[src/rtl/kbp_pkg.sv]
// Package: shared register offsets and bit positions for the keyboard scan-code port.
// Assumes byte-wide registers at four consecutive addresses.
package kbp_pkg;
    typedef enum logic [1:0] {
        OFS_SCAN = 2'd0,
        OFS_OUT  = 2'd1,
        OFS_STAT = 2'd2,
        OFS_CMD  = 2'd3
    } kbp_ofs_e;

    localparam int NUM_REGS = 4;
    localparam int ACK_BIT  = 7;
endpackage

[src/rtl/kbp_decode.sv]
// Address decoder: matches the bus address against a window of four registers
// and produces the register offset plus one-hot write strobes.
// Assumes BASE_ADDR is aligned to a multiple of four.
module kbp_decode
    import kbp_pkg::*;
#(
    parameter int          ADDR_W    = 8,
    parameter logic [ADDR_W-1:0] BASE_ADDR = 8'h60
) (
    input  logic [ADDR_W-1:0]   addr,
    input  logic                wr,
    output logic                hit,
    output kbp_ofs_e            ofs,
    output logic [NUM_REGS-1:0] we
);
    localparam int OFS_W = $clog2(NUM_REGS);

    // Window match on the upper address bits.
    always_comb begin
        hit = (addr[ADDR_W-1:OFS_W] == BASE_ADDR[ADDR_W-1:OFS_W]);
        ofs = kbp_ofs_e'(addr[OFS_W-1:0]);
    end

    // One write strobe per register.
    for (genvar i = 0; i < NUM_REGS; i++) begin : g_we
        assign we[i] = wr && hit && (addr[OFS_W-1:0] == OFS_W'(i));
    end
endmodule

[src/rtl/kbp_capture.sv]
// Code holding register: accepts one keyboard code on a valid/ready handshake
// and keeps it until the acknowledge pulse frees the register.
// Assumes ack_done is only asserted while a code is held.
module kbp_capture #(
    parameter int DATA_W = 8
) (
    input  logic              clk,
    input  logic              rst_n,
    input  logic              kb_valid,
    input  logic [DATA_W-1:0] kb_code,
    input  logic              ack_done,
    output logic              kb_ready,
    output logic              cap_pulse,
    output logic [DATA_W-1:0] code_q
);
    logic busy_q;

    assign kb_ready  = !busy_q;
    assign cap_pulse = kb_valid && !busy_q;

    // Holding flag: set when a code is taken, cleared by the acknowledge.
    always_ff @(posedge clk) begin
        if (!rst_n)          busy_q <= 1'b0;
        else if (cap_pulse)  busy_q <= 1'b1;
        else if (ack_done)   busy_q <= 1'b0;
    end

    // Code register: loads only on an accepted handshake.
    always_ff @(posedge clk) begin
        if (!rst_n)          code_q <= '0;
        else if (cap_pulse)  code_q <= kb_code;
    end
endmodule

[src/rtl/kbp_outlatch.sv]
// Output latch and command byte; detects the acknowledge as a 1-to-0 write of
// the acknowledge bit while a code is held.
// Assumes one write strobe per cycle at most.
module kbp_outlatch
    import kbp_pkg::*;
#(
    parameter int DATA_W = 8
) (
    input  logic              clk,
    input  logic              rst_n,
    input  logic              we_out,
    input  logic              we_cmd,
    input  logic [DATA_W-1:0] wdata,
    input  logic              holding,
    output logic [DATA_W-1:0] pb_q,
    output logic [DATA_W-1:0] cmd_q,
    output logic              ack_done
);
    // A falling write of the acknowledge bit while a code is held.
    assign ack_done = we_out && holding && pb_q[ACK_BIT] && !wdata[ACK_BIT];

    // Output latch: all bits written together.
    always_ff @(posedge clk) begin
        if (!rst_n)      pb_q <= '0;
        else if (we_out) pb_q <= wdata;
    end

    // Command byte: stored for read-back only.
    always_ff @(posedge clk) begin
        if (!rst_n)      cmd_q <= '0;
        else if (we_cmd) cmd_q <= wdata;
    end
endmodule

[src/rtl/kbp_irq.sv]
// Interrupt request flop: set by a code capture, cleared by the acknowledge.
// Assumes capture and acknowledge never coincide.
module kbp_irq (
    input  logic clk,
    input  logic rst_n,
    input  logic set_pulse,
    input  logic clr_pulse,
    output logic irq
);
    // Request level held between capture and acknowledge.
    always_ff @(posedge clk) begin
        if (!rst_n)         irq <= 1'b0;
        else if (set_pulse) irq <= 1'b1;
        else if (clr_pulse) irq <= 1'b0;
    end
endmodule

[src/rtl/kbp_sync.sv]
// Multi-stage synchronizer for the asynchronous status inputs.
// Assumes each bit may be sampled independently.
module kbp_sync #(
    parameter int DATA_W = 8,
    parameter int STAGES = 2
) (
    input  logic              clk,
    input  logic              rst_n,
    input  logic [DATA_W-1:0] din,
    output logic [DATA_W-1:0] dout
);
    logic [DATA_W-1:0] stage_q [STAGES];

    for (genvar s = 0; s < STAGES; s++) begin : g_stage
        // One register stage of the chain.
        always_ff @(posedge clk) begin
            if (!rst_n) stage_q[s] <= '0;
            else        stage_q[s] <= (s == 0) ? din : stage_q[(s == 0) ? 0 : s-1];
        end
    end

    assign dout = stage_q[STAGES-1];
endmodule

[src/rtl/kbd_scan_port.sv]
// Keyboard scan-code port: holds one keyboard code, raises an interrupt, and
// releases the keyboard when software pulses the acknowledge bit of the output latch.
// Assumes a single-cycle write strobe and a combinational read.
module kbd_scan_port
    import kbp_pkg::*;
#(
    parameter int                ADDR_W      = 8,
    parameter logic [ADDR_W-1:0] BASE_ADDR   = 8'h60,
    parameter int                DATA_W      = 8,
    parameter int                SYNC_STAGES = 2
) (
    input  logic              clk,
    input  logic              rst_n,
    input  logic              kb_valid,
    input  logic [DATA_W-1:0] kb_code,
    output logic              kb_ready,
    output logic              kb_irq,
    input  logic [ADDR_W-1:0] cpu_addr,
    input  logic              cpu_wr,
    input  logic [DATA_W-1:0] cpu_wdata,
    output logic [DATA_W-1:0] cpu_rdata,
    input  logic [DATA_W-1:0] stat_in,
    output logic [DATA_W-1:0] pb_out
);
    logic                hit;
    kbp_ofs_e            ofs;
    logic [NUM_REGS-1:0] we;
    logic                ack_done;
    logic                cap_pulse;
    logic [DATA_W-1:0]   lat_code;
    logic [DATA_W-1:0]   cmd_q;
    logic [DATA_W-1:0]   stat_sync;

    kbp_decode #(.ADDR_W(ADDR_W), .BASE_ADDR(BASE_ADDR)) u_dec (
        .addr (cpu_addr),
        .wr   (cpu_wr),
        .hit  (hit),
        .ofs  (ofs),
        .we   (we)
    );

    kbp_capture #(.DATA_W(DATA_W)) u_cap (
        .clk       (clk),
        .rst_n     (rst_n),
        .kb_valid  (kb_valid),
        .kb_code   (kb_code),
        .ack_done  (ack_done),
        .kb_ready  (kb_ready),
        .cap_pulse (cap_pulse),
        .code_q    (lat_code)
    );

    kbp_outlatch #(.DATA_W(DATA_W)) u_out (
        .clk      (clk),
        .rst_n    (rst_n),
        .we_out   (we[OFS_OUT]),
        .we_cmd   (we[OFS_CMD]),
        .wdata    (cpu_wdata),
        .holding  (!kb_ready),
        .pb_q     (pb_out),
        .cmd_q    (cmd_q),
        .ack_done (ack_done)
    );

    kbp_irq u_irq (
        .clk       (clk),
        .rst_n     (rst_n),
        .set_pulse (cap_pulse),
        .clr_pulse (ack_done),
        .irq       (kb_irq)
    );

    kbp_sync #(.DATA_W(DATA_W), .STAGES(SYNC_STAGES)) u_sync (
        .clk   (clk),
        .rst_n (rst_n),
        .din   (stat_in),
        .dout  (stat_sync)
    );

    // Read multiplexer: zero outside the decoded window.
    always_comb begin
        cpu_rdata = '0;
        if (hit) begin
            unique case (ofs)
                OFS_SCAN: cpu_rdata = lat_code;
                OFS_OUT:  cpu_rdata = pb_out;
                OFS_STAT: cpu_rdata = stat_sync;
                OFS_CMD:  cpu_rdata = cmd_q;
                default:  cpu_rdata = '0;
            endcase
        end
    end
endmodule

[config.mk]
export PLATFORM = sky130hd
export DESIGN_NAME = kbd_scan_port
export DESIGN_NICKNAME = d
export VERILOG_FILES = /design/src/rtl/kbp_pkg.sv /design/src/rtl/kbp_decode.sv /design/src/rtl/kbp_capture.sv /design/src/rtl/kbp_outlatch.sv /design/src/rtl/kbp_irq.sv /design/src/rtl/kbp_sync.sv /design/src/rtl/kbd_scan_port.sv
export SDC_FILE = /design/constraint.sdc
export NUM_CORES = 1
export LEC_CHECK = 0
export BUFFER_PORTS_ARGS = -buffer_cell sky130_fd_sc_hd__buf_2
export CAP_MARGIN = 20
export CELL_PAD_IN_SITES_DETAIL_PLACEMENT = 1
export CELL_PAD_IN_SITES_GLOBAL_PLACEMENT = 2
export CORE_MARGIN = 10
export CORE_UTILIZATION = 27
export CTS_CLUSTER_SIZE = 14
export DETAILED_ROUTE_END_ITERATION = 8
export GPL_TIMING_DRIVEN = 0
export PLACE_DENSITY_LB_ADDON = 0.1
export SKIP_CTS_REPAIR_TIMING = 1
export SLEW_MARGIN = 40
export SYNTH_ARGS = -nofsm -noshare
export SYNTH_HDL_FRONTEND = slang
export SYNTH_SLANG_ARGS = --single-unit
[constraint.sdc]
create_clock -name clk -period 2.8 [get_ports clk]
set_clock_uncertainty 0.2 [all_clocks]
set_input_delay 0.7 -clock clk [delete_from_list [all_inputs] [get_ports clk]]
set_output_delay 0.7 -clock clk [all_outputs]
set_load 0.01 [all_outputs]
* Yosys cells after proc, flatten, opt, wreduce, memory -nomap -nowiden
Memories as Yosys holds them, arrays and structs flattened.
Index checks and enable logic that the tools add are counted.
** Word-level totals
- Register bits :: 25
- Bits in writable memories :: 16
- Output and inout port bits :: 18
- Word-level logic and storage cells :: 30
- Memories kept :: 1
** Cells by class
- Eq/ne operators :: 4
- Multiplexer cells :: 8
- Bitwise gates (word level) :: 2
- Reduce and logical (&&, ||, !) cells :: 11
** Memories
- u_sync.stage_q :: depth 2, bits a word 8, read ports 2, clocked after Yosys merged registers in 0, wr ports 2, line kbp_sync.sv:12 : logic [DATA_W-1:0] stage_q [STAGES];
** Operator list (number)
- $pmux W8 S4 :: 1
- $mux W8 :: 3
- $logic_and A1 B1 Y1 :: 7
- $eq A6 B5 Y1 const B :: 1
- $eq A2 B2 Y1 const B :: 2
- $mux W1 :: 4
- $eq A2 B1 Y1 const B :: 1
- $logic_not A1 Y1 :: 2
- $logic_not A2 Y1 :: 1
- $or A1 B1 Y1 :: 2
- $reduce_bool A2 Y1 :: 1

* Logic depth before layout (Yosys ltp)
- Depth after elaboration :: 8
- Mapped depth :: 5
- Gate-level depth less buffers :: 3

* Cells and area by module
Synthesis repeated with hierarchy kept, for this count alone.
** Second synthesis, totals
- Cells, all modules :: 169
- Area, all modules :: 1825.5 sq um
** By module, submodules not included
- kbp_outlatch :: times used 1, cells each 52, area an instance 618.1 sq um, sequential area each 320.3 sq um
- kbp_sync :: times used 1, cells each 33, area an instance 446.7 sq um, sequential area each 320.3 sq um
- kbp_capture :: times used 1, cells each 40, area an instance 376.6 sq um, sequential area each 180.2 sq um
- kbd_scan_port :: times used 1, cells each 30, area an instance 259.0 sq um, sequential area each 0.0 sq um
- kbp_decode :: times used 1, cells each 11, area an instance 83.8 sq um, sequential area each 0.0 sq um
- kbp_irq :: times used 1, cells each 3, area an instance 41.3 sq um, sequential area each 20.0 sq um

* Worst setup path after synthesis
OpenSTA, ideal clock, no wires.
- Path type :: input to output
- Start :: input cpu_addr[3]
- End :: output cpu_rdata[1]
- Arrival :: 2020 ps
- Required time :: 1900 ps
- Path slack :: -120 ps
- Stages on the path :: 5
- Path through :: or4b_1 -> buf_2 -> or3_1 -> buf_6 -> nor2b_1
** On the way
- Word-level cells in the longest chain between the ends :: 2
** RTL lines
- start: declaration :: line kbd_scan_port.sv:18 : input logic [ADDR_W-1:0] cpu_addr,
- $eq A6 B5 Y1 :: line kbp_decode.sv:20 : hit = (addr[ADDR_W-1:OFS_W] == BASE_ADDR[ADDR_W-1:OFS_W]);
- $mux W8 :: line kbd_scan_port.sv:83 : if (hit) begin
- end: declaration :: line kbd_scan_port.sv:21 : output logic [DATA_W-1:0] cpu_rdata,
Every way passes these cells.

* Final worst setup path
- Start :: input cpu_addr[4]
- End :: output cpu_rdata[6]
Same word-level chain as after synthesis.

==> summary.txt <==
Logic synthesis
  • Post-synthesis cell type count: 26
  • Post-Syn Area per Cell: 10.1 um^2
  • Main area contributors after synthesis: dfxtp_1, mux4_2, a21boi_0
  • Syn nets: 210
  • Synth warn: 0
  • Mapped Cells: 174
  • Leading area contributor after synthesis: dfxtp_1
  • Synth Cell Area: 1760 um^2
  • Post-synth top area share: 46.6%
  • Sequential-to-total area share from yosys stat: 46.6%
  • Yosys reg bits: 41

Final layout
  • Final Instance Area: 2370 um^2
  • Layout filler cell count: 733
  • Register area: 821 um^2
  • Nets: 268
  • Multi-input gate area: 935 um^2
  • Diodes inserted: 0
  • Commonest non-fill, non-tap cells in the layout: buf_2, dfxtp_1, nand2_1, a21boi_0, and2_1
  • Fin util: 37.3%
  • Share of cells above drive strength 1: 36.5%
  • Cell Count, Final, Fillers Out: 310
  • Area grow syn2layout: 34.3%
  • Commonest non-fill, non-tap cell in the layout: buf_2

Setup path
  • Setup crit end kind: output pin
  • Crit Path Category: in2out
  • Critical Path RT: 1.90 ns
  • Critical path startpoint: cpu_addr[4]
  • Crit Reg-Reg Startpoint: u_cap.busy_q$_SDFFE_PN0P_
  • Critical Path AT: 2.10 ns
  • CP Launch Type: input pin
  • Worst-path maximum fanout: 8
  • FF-to-FF setup slack: 1.45 ns

Drt
  • Drt wl/cell: 18.1 um
  • DRC Markers: 0
  • DRT antenna net count: 0
  • Drt initial violations: 41
  • Via count: 1512
  • Vias per cell: 4.88
  • Routed WL: 5.61 mm
  • Drt first pass iters: 4

STA
  • Fin. Hold Viols: 0
  • Final-report setup violation count: 8
  • Slew Viols, Final: 0
  • Rel. slew slack: 55.6%
  • RSZ-0062 raised after global routing: yes
  • Worst-margin pin slew: 0.663 ns
  • Post-route worst setup slack: -0.196 ns
  • Period Utilization, post-route: 107%
  • Achievable Freq: 334 MHz
  • Minimum clock period after layout: 3.00 ns

Floorplanning
  • Die Y-Extent: 101 um
  • Die extent in x: 101 um
  • Core area: 6350 um^2
  • Number of core rows: 29
  • Die area: 10200 um^2
  • Initial core utilization: 27.7%
  • I/O Pins: 54

Place
  • DP Worst Slack: -0.389 ns
  • IO buf count: 51
  • Routability congestion estimate: 0.721
  • Hpwl dp: 4.30 mm
  • Dpl cells: 302
  • Placed cell areas: 2190 um^2

Clocking
  • Clock slew at reported path FFs: 0.08 ns
  • Root Buffer: clkbuf_8
  • CTS sink cnt: 41
  • Htree depth: 2
  • TritonCTS Buffers: 5
  • Clock Tree Buf Depth: 2
  • Clk_lat worst skew: 0.29 ns
  • CTS tree: done

GRT
  • GRT Resource Usage Total: 11.0%
  • First-pass GRT wire length: 8.82 mm
  • GRT overflow: 0
  • Initial antenna violation count: 0
  • Vias in the first global route: 1674
  • Largest net degree at the start of global routing: 13

Run
  • Number of max-cap violations: 0

Hold path
  • HP Start: u_sync.stage_q[0][4]$_SDFF_PN0_
  • Min-delay worst type: reg2reg

Power
  • Pleak: 0.920 nW
  • Peak VDD IR: 206 uV
  • PD cells: 490 nW/um^2
  • Total Power: 0.00116 W

Status
  • Status: finished with violations
  • Failing checks: setup timing
==> area by class of cell <==
| type | count | share of cell area [%] |
|---|---|---|
| multi-input combinational | 115 | 39.5 |
| sequential | 41 | 34.7 |
| timing repair buffer | 52 | 13.7 |
| clock buffer | 7 | 4.07 |
| tap | 77 | 4.07 |
| buffer | 13 | 3.07 |
| inverter | 4 | 0.635 |
| clock inverter | 1 | 0.212 |
==> synthesized netlist by cell type, drive strengths merged <==
cell    number
a41oi        1
a21boi      16
and2        16
mux2i        8
nor4         1
nor2b        9
buf          5
nand3b       1
dfxtp       41
and4b        1
nand2       32
mux4         8
nor4b        1
o21ai        1
nand4b       1
or4b         1
or3          1
o31ai        8
clkbuf       9
nand4        8
nand2b       1
inv          4
==> report_power, final <==
| part | internal, W | switching [W] |
|---|---|---|
| combinational | 0.0000557 | 0.0000577 |
| sequential | 0.000601 | 0.00000895 |
| clock | 0.000223 | 0.000212 |
| total | 0.000880 | 0.000278 |
==> layer usage <==
| metal | share of wire (%) | track usage, % |
|---|---|---|
| met4 | 1.9 | 2.61 |
| met2 | 48 | 19.0 |
| met5 | 0 | 0 |
| met3 | 6.5 | 3.64 |
| met1 | 43 | 12.7 |
==> final timing paths <==
kind | endpoint | cells after the start
max reg2reg | u_cap.code_q[4]$_SDFFE_PN0P_ | 4
min | u_sync.stage_q[1][4]$_SDFF_PN0_ | 1
max | cpu_rdata[6] | 6
min reg2reg | u_sync.stage_q[1][4]$_SDFF_PN0_ | 1
==> worst max-delay path: stages <==
cell and delay [ns]:
buf_6 0.10, or4b_4 0.53, or3_4 0.35, buf_12 0.17, nor2b_4 0.13, buf_6 0.11
==> registers in the layout, summed over array words and instances (netlist names) <==
signal / flops
u_out.cmd_q: 8
u_sync.stage_q: 16
u_cap.code_q: 8
u_cap.busy_q: 1
u_out.pb_q: 8
==> kinds of logic (layout without fill, tap and decap cells) <==
logic type,after synthesis,count (layout),synth area share (%)
mux,16,16,14.8
compound gates,26,26,11.0
flops,41,41,46.6
simple gates,73,73,23.0
buf+inv,18,77,4.62
==> stage by stage <==
step / hold slack, ns / TNS [ns]
floorplan: 0.212 / -0.626
global placement: 0.215 / -2.76
detailed placement: 0.224 / -2.99
CTS: 0.244 / -2.99
global route: 0.262 / -1.63
finish: 0.240 / -1.41
No activity file was read; power rests on OpenSTA's default activity.
